[src/rtl/trc_pkg.sv]
package trc_pkg;

    localparam int MST_W = 2;
    localparam int SLV_W = 2;
    localparam int FLD_W = 4;
    localparam int CMD_W = 2;
    localparam int TAG_W = 3;
    localparam int NMST  = 1 << MST_W;

    typedef enum logic {
        EV_END   = 1'b0,
        EV_START = 1'b1
    } ev_kind_e;

    typedef struct packed {
        ev_kind_e           kind;
        logic [MST_W-1:0]   mst;
        logic [SLV_W-1:0]   slv;
        logic [FLD_W-1:0]   fold;
        logic               wr;
        logic [CMD_W-1:0]   cmd;
        logic [TAG_W-1:0]   tag;
    } trc_rec_t;

    localparam int REC_W = $bits(trc_rec_t);

    // Index of the set bit of a vector with at most one bit high.
    function automatic logic [MST_W-1:0] onehot_idx(input logic [NMST-1:0] v);
        logic [MST_W-1:0] r;
        r = '0;
        for (int i = 0; i < NMST; i++) begin
            if (v[i]) r = r | MST_W'(i);
        end
        return r;
    endfunction

endpackage

[src/rtl/trc_addr_fold.sv]
module trc_addr_fold
    import trc_pkg::*;
#(
    parameter int ADDR_W = 16
) (
    input  logic [ADDR_W-1:0] addr_i,
    output logic [FLD_W-1:0]  fold_o
);
    localparam int NCHUNK = ADDR_W / FLD_W;

    logic [FLD_W-1:0] part [NCHUNK];

    genvar g;
    generate
        for (g = 0; g < NCHUNK; g++) begin : g_chunk
            if (g == 0) begin : g_first
                assign part[g] = addr_i[FLD_W-1:0];
            end else begin : g_next
                assign part[g] = part[g-1] ^ addr_i[g*FLD_W +: FLD_W];
            end
        end
    endgenerate

    assign fold_o = part[NCHUNK-1];
endmodule

[src/rtl/trc_event_detect.sv]
module trc_event_detect
    import trc_pkg::*;
(
    input  logic             clk,
    input  logic             rst,
    input  logic [NMST-1:0]  req_i,
    input  logic [NMST-1:0]  gnt_i,
    input  logic [SLV_W-1:0] slv_i,
    input  logic [FLD_W-1:0] fold_i,
    input  logic             wr_i,
    input  logic [CMD_W-1:0] cmd_i,
    input  logic             ack_i,
    input  logic [MST_W-1:0] ack_mst_i,
    output logic             st_fire_o,
    output trc_rec_t         st_rec_o,
    output logic             en_fire_o,
    output trc_rec_t         en_rec_o
);
    logic [NMST-1:0]  open_q;
    trc_rec_t         open_rec_q [NMST];
    logic [TAG_W-1:0] tag_q;
    logic [NMST-1:0]  hit;
    logic [MST_W-1:0] st_mst;

    always_comb begin
        hit       = req_i & gnt_i;
        st_mst    = onehot_idx(hit);
        st_fire_o = |hit;
        st_rec_o  = '{kind: EV_START, mst: st_mst, slv: slv_i, fold: fold_i,
                      wr: wr_i, cmd: cmd_i, tag: tag_q};
        en_fire_o = ack_i && open_q[ack_mst_i];
        en_rec_o      = open_rec_q[ack_mst_i];
        en_rec_o.kind = EV_END;
    end

    always_ff @(posedge clk) begin
        if (rst) begin
            open_q <= '0;
            tag_q  <= '0;
            for (int i = 0; i < NMST; i++) open_rec_q[i] <= '0;
        end else begin
            // Close first so that a re-grant of the same master keeps it open.
            if (en_fire_o) open_q[ack_mst_i] <= 1'b0;
            if (st_fire_o) begin
                open_q[st_mst]     <= 1'b1;
                open_rec_q[st_mst] <= st_rec_o;
                tag_q              <= tag_q + TAG_W'(1);
            end
        end
    end
endmodule

[src/rtl/trc_ring.sv]
module trc_ring
    import trc_pkg::*;
#(
    parameter int DEPTH = 16,
    localparam int PTR_W = $clog2(DEPTH)
) (
    input  logic             clk,
    input  logic             rst,
    input  logic             frz_i,
    input  logic             v0_i,
    input  trc_rec_t         d0_i,
    input  logic             v1_i,
    input  trc_rec_t         d1_i,
    input  logic [PTR_W-1:0] rd_idx_i,
    output trc_rec_t         rd_data_o,
    output logic [PTR_W-1:0] wptr_o,
    output logic             wrapped_o
);
    trc_rec_t         mem [DEPTH];
    logic [PTR_W-1:0] wptr_q;
    logic             wrapped_q;
    logic [PTR_W:0]   nxt;
    logic [PTR_W-1:0] base;

    always_comb begin
        nxt  = {1'b0, wptr_q} + (PTR_W+1)'(v0_i) + (PTR_W+1)'(v1_i);
        base = wrapped_q ? wptr_q : '0;
    end

    always_ff @(posedge clk) begin
        if (!frz_i) begin
            if (v0_i) mem[wptr_q] <= d0_i;
            if (v1_i) mem[wptr_q + PTR_W'(1)] <= d1_i;
        end
    end

    always_ff @(posedge clk) begin
        if (rst) begin
            wptr_q    <= '0;
            wrapped_q <= 1'b0;
        end else if (!frz_i) begin
            wptr_q <= nxt[PTR_W-1:0];
            if (nxt[PTR_W]) wrapped_q <= 1'b1;
        end
    end

    assign rd_data_o = mem[base + rd_idx_i];
    assign wptr_o    = wptr_q;
    assign wrapped_o = wrapped_q;
endmodule

[src/rtl/trc_bus_recorder.sv]
module trc_bus_recorder
    import trc_pkg::*;
#(
    parameter int ADDR_W = 16,
    parameter int DEPTH  = 16,
    localparam int PTR_W = $clog2(DEPTH)
) (
    input  logic              clk,
    input  logic              rst,
    input  logic [NMST-1:0]   bus_req_i,
    input  logic [NMST-1:0]   bus_gnt_i,
    input  logic [SLV_W-1:0]  bus_slv_i,
    input  logic [ADDR_W-1:0] bus_addr_i,
    input  logic              bus_wr_i,
    input  logic [CMD_W-1:0]  bus_cmd_i,
    input  logic              bus_ack_i,
    input  logic [MST_W-1:0]  bus_ack_mst_i,
    input  logic              freeze_i,
    input  logic [PTR_W-1:0]  rd_idx_i,
    output logic [REC_W-1:0]  rd_data_o,
    output logic [PTR_W-1:0]  wptr_o,
    output logic              wrapped_o
);
    logic [FLD_W-1:0] fold;
    logic             st_fire, en_fire;
    trc_rec_t         st_rec, en_rec, slot0, rd_rec;

    trc_addr_fold #(.ADDR_W(ADDR_W)) u_fold (
        .addr_i (bus_addr_i),
        .fold_o (fold)
    );

    trc_event_detect u_det (
        .clk       (clk),
        .rst       (rst),
        .req_i     (bus_req_i),
        .gnt_i     (bus_gnt_i),
        .slv_i     (bus_slv_i),
        .fold_i    (fold),
        .wr_i      (bus_wr_i),
        .cmd_i     (bus_cmd_i),
        .ack_i     (bus_ack_i),
        .ack_mst_i (bus_ack_mst_i),
        .st_fire_o (st_fire),
        .st_rec_o  (st_rec),
        .en_fire_o (en_fire),
        .en_rec_o  (en_rec)
    );

    // Start record always takes the lower slot when both fire.
    assign slot0 = st_fire ? st_rec : en_rec;

    trc_ring #(.DEPTH(DEPTH)) u_ring (
        .clk       (clk),
        .rst       (rst),
        .frz_i     (freeze_i),
        .v0_i      (st_fire | en_fire),
        .d0_i      (slot0),
        .v1_i      (st_fire & en_fire),
        .d1_i      (en_rec),
        .rd_idx_i  (rd_idx_i),
        .rd_data_o (rd_rec),
        .wptr_o    (wptr_o),
        .wrapped_o (wrapped_o)
    );

    assign rd_data_o = rd_rec;
endmodule

[config.mk]
export PLATFORM = sky130hd
export DESIGN_NAME = trc_bus_recorder
export DESIGN_NICKNAME = d
export VERILOG_FILES = /design/src/rtl/trc_pkg.sv /design/src/rtl/trc_addr_fold.sv /design/src/rtl/trc_event_detect.sv /design/src/rtl/trc_ring.sv /design/src/rtl/trc_bus_recorder.sv
export SDC_FILE = /design/constraint.sdc
export NUM_CORES = 1
export LEC_CHECK = 0
export ABC_AREA = 1
export BUFFER_PORTS_ARGS = -buffer_cell sky130_fd_sc_hd__buf_2
export CELL_PAD_IN_SITES_DETAIL_PLACEMENT = 0
export CELL_PAD_IN_SITES_GLOBAL_PLACEMENT = 1
export CORE_UTILIZATION = 39
export CTS_BUF_LIST = sky130_fd_sc_hd__clkbuf_8
export DETAILED_ROUTE_END_ITERATION = 6
export PLACE_DENSITY = 0.73
export SYNTH_ARGS = -nofsm -noshare
export SYNTH_HDL_FRONTEND = slang
export SYNTH_SLANG_ARGS = --single-unit
[constraint.sdc]
create_clock -name clk -period 7.75 [get_ports clk]
set_input_delay 0.775 -clock clk [delete_from_list [all_inputs] [get_ports clk]]
set_output_delay 0.775 -clock clk [all_outputs]
set_load 0.01 [all_outputs]
==> results.toml <==
[status]
outcome = "finished, violations left"
violations = "design-rule violations"

[critical_path]
cp_top_family = "buffers and inverters"
cpMostUsedCell = "nand2_1"
r2r_slack_ps = 4570
startpoint_type = "flip-flop"
end_kind = "output pin"
r2r-end = "u_ring.mem[3][3]"
cpPeakStageDelay_ps = 650
r2r-start = "u_det.open_q[3]"
path_cells = "nand2_1, inv_1, ha_4, fa_2, buf_4, clkinv_1, buf_4, a21oi_1, o21ai_0, nand2_1, nand2_1, o21ai_0, inv_1, o21ai_1, buf_2"
cp.required_ps = 6970
cp_slowest_cell = "clkinv_1"
cp_max_fo = 34
ff2ff_path_depth = 8
crit_buf_inv = 6
cp.arrival_ps = 4350
path_class = "reg -> out"

[pwr]
irDropWorstVdd_v = 0.000123
cellInternalPower_uw = 2690
p_sw_uw = 1080
p_comb_share_pct = 12.2
cellLeakagePower_uw = 0.00742
power.density_nw_per_um2 = 213
p_seq_share_pct = 49.4
p_sw_share_pct = 28.7
clockPowerShare_pct = 38.4

[clock_tree]
cts_hold_buffers = 0
cts.clk_slew.worst_paths_ps = 60
htreeDepth = 2
clock_latency_ps = 640
clockBufferDepth = 3
numCtsBuffers = 54
cts_resized = 0
cts_tree = "yes"
clock-sinks = 308
cts_setup_buffers = 0
cts_root_buf = "clkbuf_8"

[synthesis]
synth_top_area_cell = "edfxtp_1"
ys_ff_latch = 308
syn_inst = 1913
synth.top_cell.area_share_pct = 51.6
ys_top_cells_by_area = "edfxtp_1 52%, nand2_1 13%, o21ai_0 8.0%"
synth_cell_type_count = 43
synth_area_um2 = 16300
syn_area_per_cell_um2 = 8.52
synth-edff-count = 280
synthFlopType = "edfxtp_1"
synthArstFlopShare_pct = 0
ys_warn_count = 0
yosysSeqAreaShare_pct = 55.0

[cells_and_area]
fillers = 4062
diodes = 0
area.growth.synth_to_final_pct = 8.61
final_cell_mix = "575 x nand2_1, 280 x edfxtp_1, 259 x o21ai_0"
layout_commonest_cell = "nand2_1"
final_area_um2 = 17700
final_nets = 1963
layout-drive-gt1-share_pct = 10.0

[place]
dpl-instance-area_um2 = 16700
place_hpwl_um = 35200
place.gp.congestion = 0.906
dp_slack_ps = 2900
io_buffers = 58

[sta]
slew_violations = 0
rsz0062_at_grt = "no"
finClkSkew_ps = 25.0
slew_headroom_pct = 20.8
fin_ws_ps = 2630
fin_setup_tns_ps = 0
finalSetupViolCount = 0
fin_crit_ps = 5120
clock.fmax_mhz = 195
hold_viol = 0
finalCritPeriodShare_pct = 66.1
worst_pin_slew_ps = 1180

[hold_path]
hold_depth = 2
whs_endpoint = "u_ring.wptr_o[1]"
hp-class = "in -> reg"
hp-start = "freeze_i"

[floorplanning]
dieArea_um2 = 42600
rows = 74
die_h_um = 206
die_w_um = 206
core_um2 = 41000
initial_utilization_pct = 39.7
ios = 59

[grt]
gr-total-overflow = 0
grt_pass1_vias = 13100
grt_max_degree = 82
gr-usage-all-layers_pct = 26.0
grt_first_pass_wirelength_um = 81400
antenna_found_initial = 0

[job]
cap_viol_max_count = 0

[drt]
first_pass_iters = 7
vias = 13700
antenna_left = 0
drc = 3
viasPerCell = 5.49
avgRoutedWirePerCell_um = 21.8
wl_um = 54100
first_iter_violations = 1593
[cells by family after synthesis]
logic type,count (synthesis),synth area share (%)
other,1,0.0230
xor gates and xnor gates,12,0.645
and+or+nand+nor,862,21.3
buffers and inverters,280,7.97
AOI/OAI and AO/OA,443,14.4
DFF,308,55.0
adders and majority gates,7,0.629
[synthesized netlist by cell type (15+ instances only)]
| cell type | count |
|---|---|
| o22ai_1 | 28 |
| nand4_1 | 21 |
| dfxtp_1 | 28 |
| o21ai_0 | 259 |
| a21oi_1 | 27 |
| nand2_1 | 575 |
| inv_1 | 136 |
| edfxtp_1 | 280 |
| buf_6 | 15 |
| nor2_1 | 227 |
| o21ai_1 | 100 |
| buf_2 | 35 |
| clkbuf_1 | 52 |
[how the worst max path moves through the flow]
stage                                start            end  cells after the start
final                     u_ring.wptr_o[0]  rd_data_o[14]                     15
after CTS                 u_ring.wptr_o[0]  rd_data_o[14]                     15
after global routing      u_ring.wptr_o[0]   rd_data_o[0]                     15
after floorplan                rd_idx_i[0]   rd_data_o[5]                     11
after detailed placement       rd_idx_i[0]  rd_data_o[14]                     14
after global placement         rd_idx_i[0]  rd_data_o[14]                     14
[power by group through the flow]
stage / logic (µW) / clock network (µW) / registers [µW]
4_1_cts: 459 / 1460 / 1860
3_3_place_gp: 456 / 0 / 1900
2_1_floorplan: 281 / 0 / 1890
6_report: 461 / 1450 / 1860
5_1_grt: 500 / 1520 / 1870
3_5_place_dp: 458 / 0 / 1900
[final cells by class]
| class | instances | area (µm²) | share of cell area, % |
|---|---|---|---|
| Sequential cell | 308 | 8970 | 50.7 |
| Multi-Input combinational cell | 1328 | 6090 | 34.4 |
| Clock buffer | 58 | 798 | 4.51 |
| Tap cell | 532 | 666 | 3.76 |
| Inverter | 157 | 614 | 3.47 |
| Timing Repair Buffer | 68 | 365 | 2.06 |
| Clock inverter | 36 | 204 | 1.15 |
[through the flow]
stage / hold slack [ps] / instances / total power (µW) / utilization, %
2_1_floorplan: 418 / 1916 / 2180 / -
3_5_place_dp: 431 / 2393 / 2360 / 40.7
5_1_grt: 412 / 2487 / 3890 / 43.2
3_3_place_gp: 424 / 2393 / 2350 / 40.7
4_1_cts: 362 / 2487 / 3780 / 43.2
6_report: 399 / 2487 / 3770 / 43.2
[sequential cells by signal, indices dropped and copies added, names as in the netlist]
name and flops:
u_ring.wptr_o 4, u_ring.mem 240, u_det.open_q 4, u_ring.wrapped_o 1
u_det.tag_q 3, u_det.open_rec_q 56
[worst reg2reg max path, delay by kind of cell, from the launching register on]
kind / cells / cell delay, ps
and+or+nand+nor: 7 / 1980
DFF: 1 / 330
AOI/OAI and AO/OA: 1 / 460
[routing by layer]
layer	track usage, %	wire length [µm]	vias up
met4	10.7	1950	0
met2	41.0	24800	648
li1	-	-	6357
met5	0	0	-
met1	35.9	22700	6527
met3	3.77	4600	119
Power figures use the tool's default switching activity.
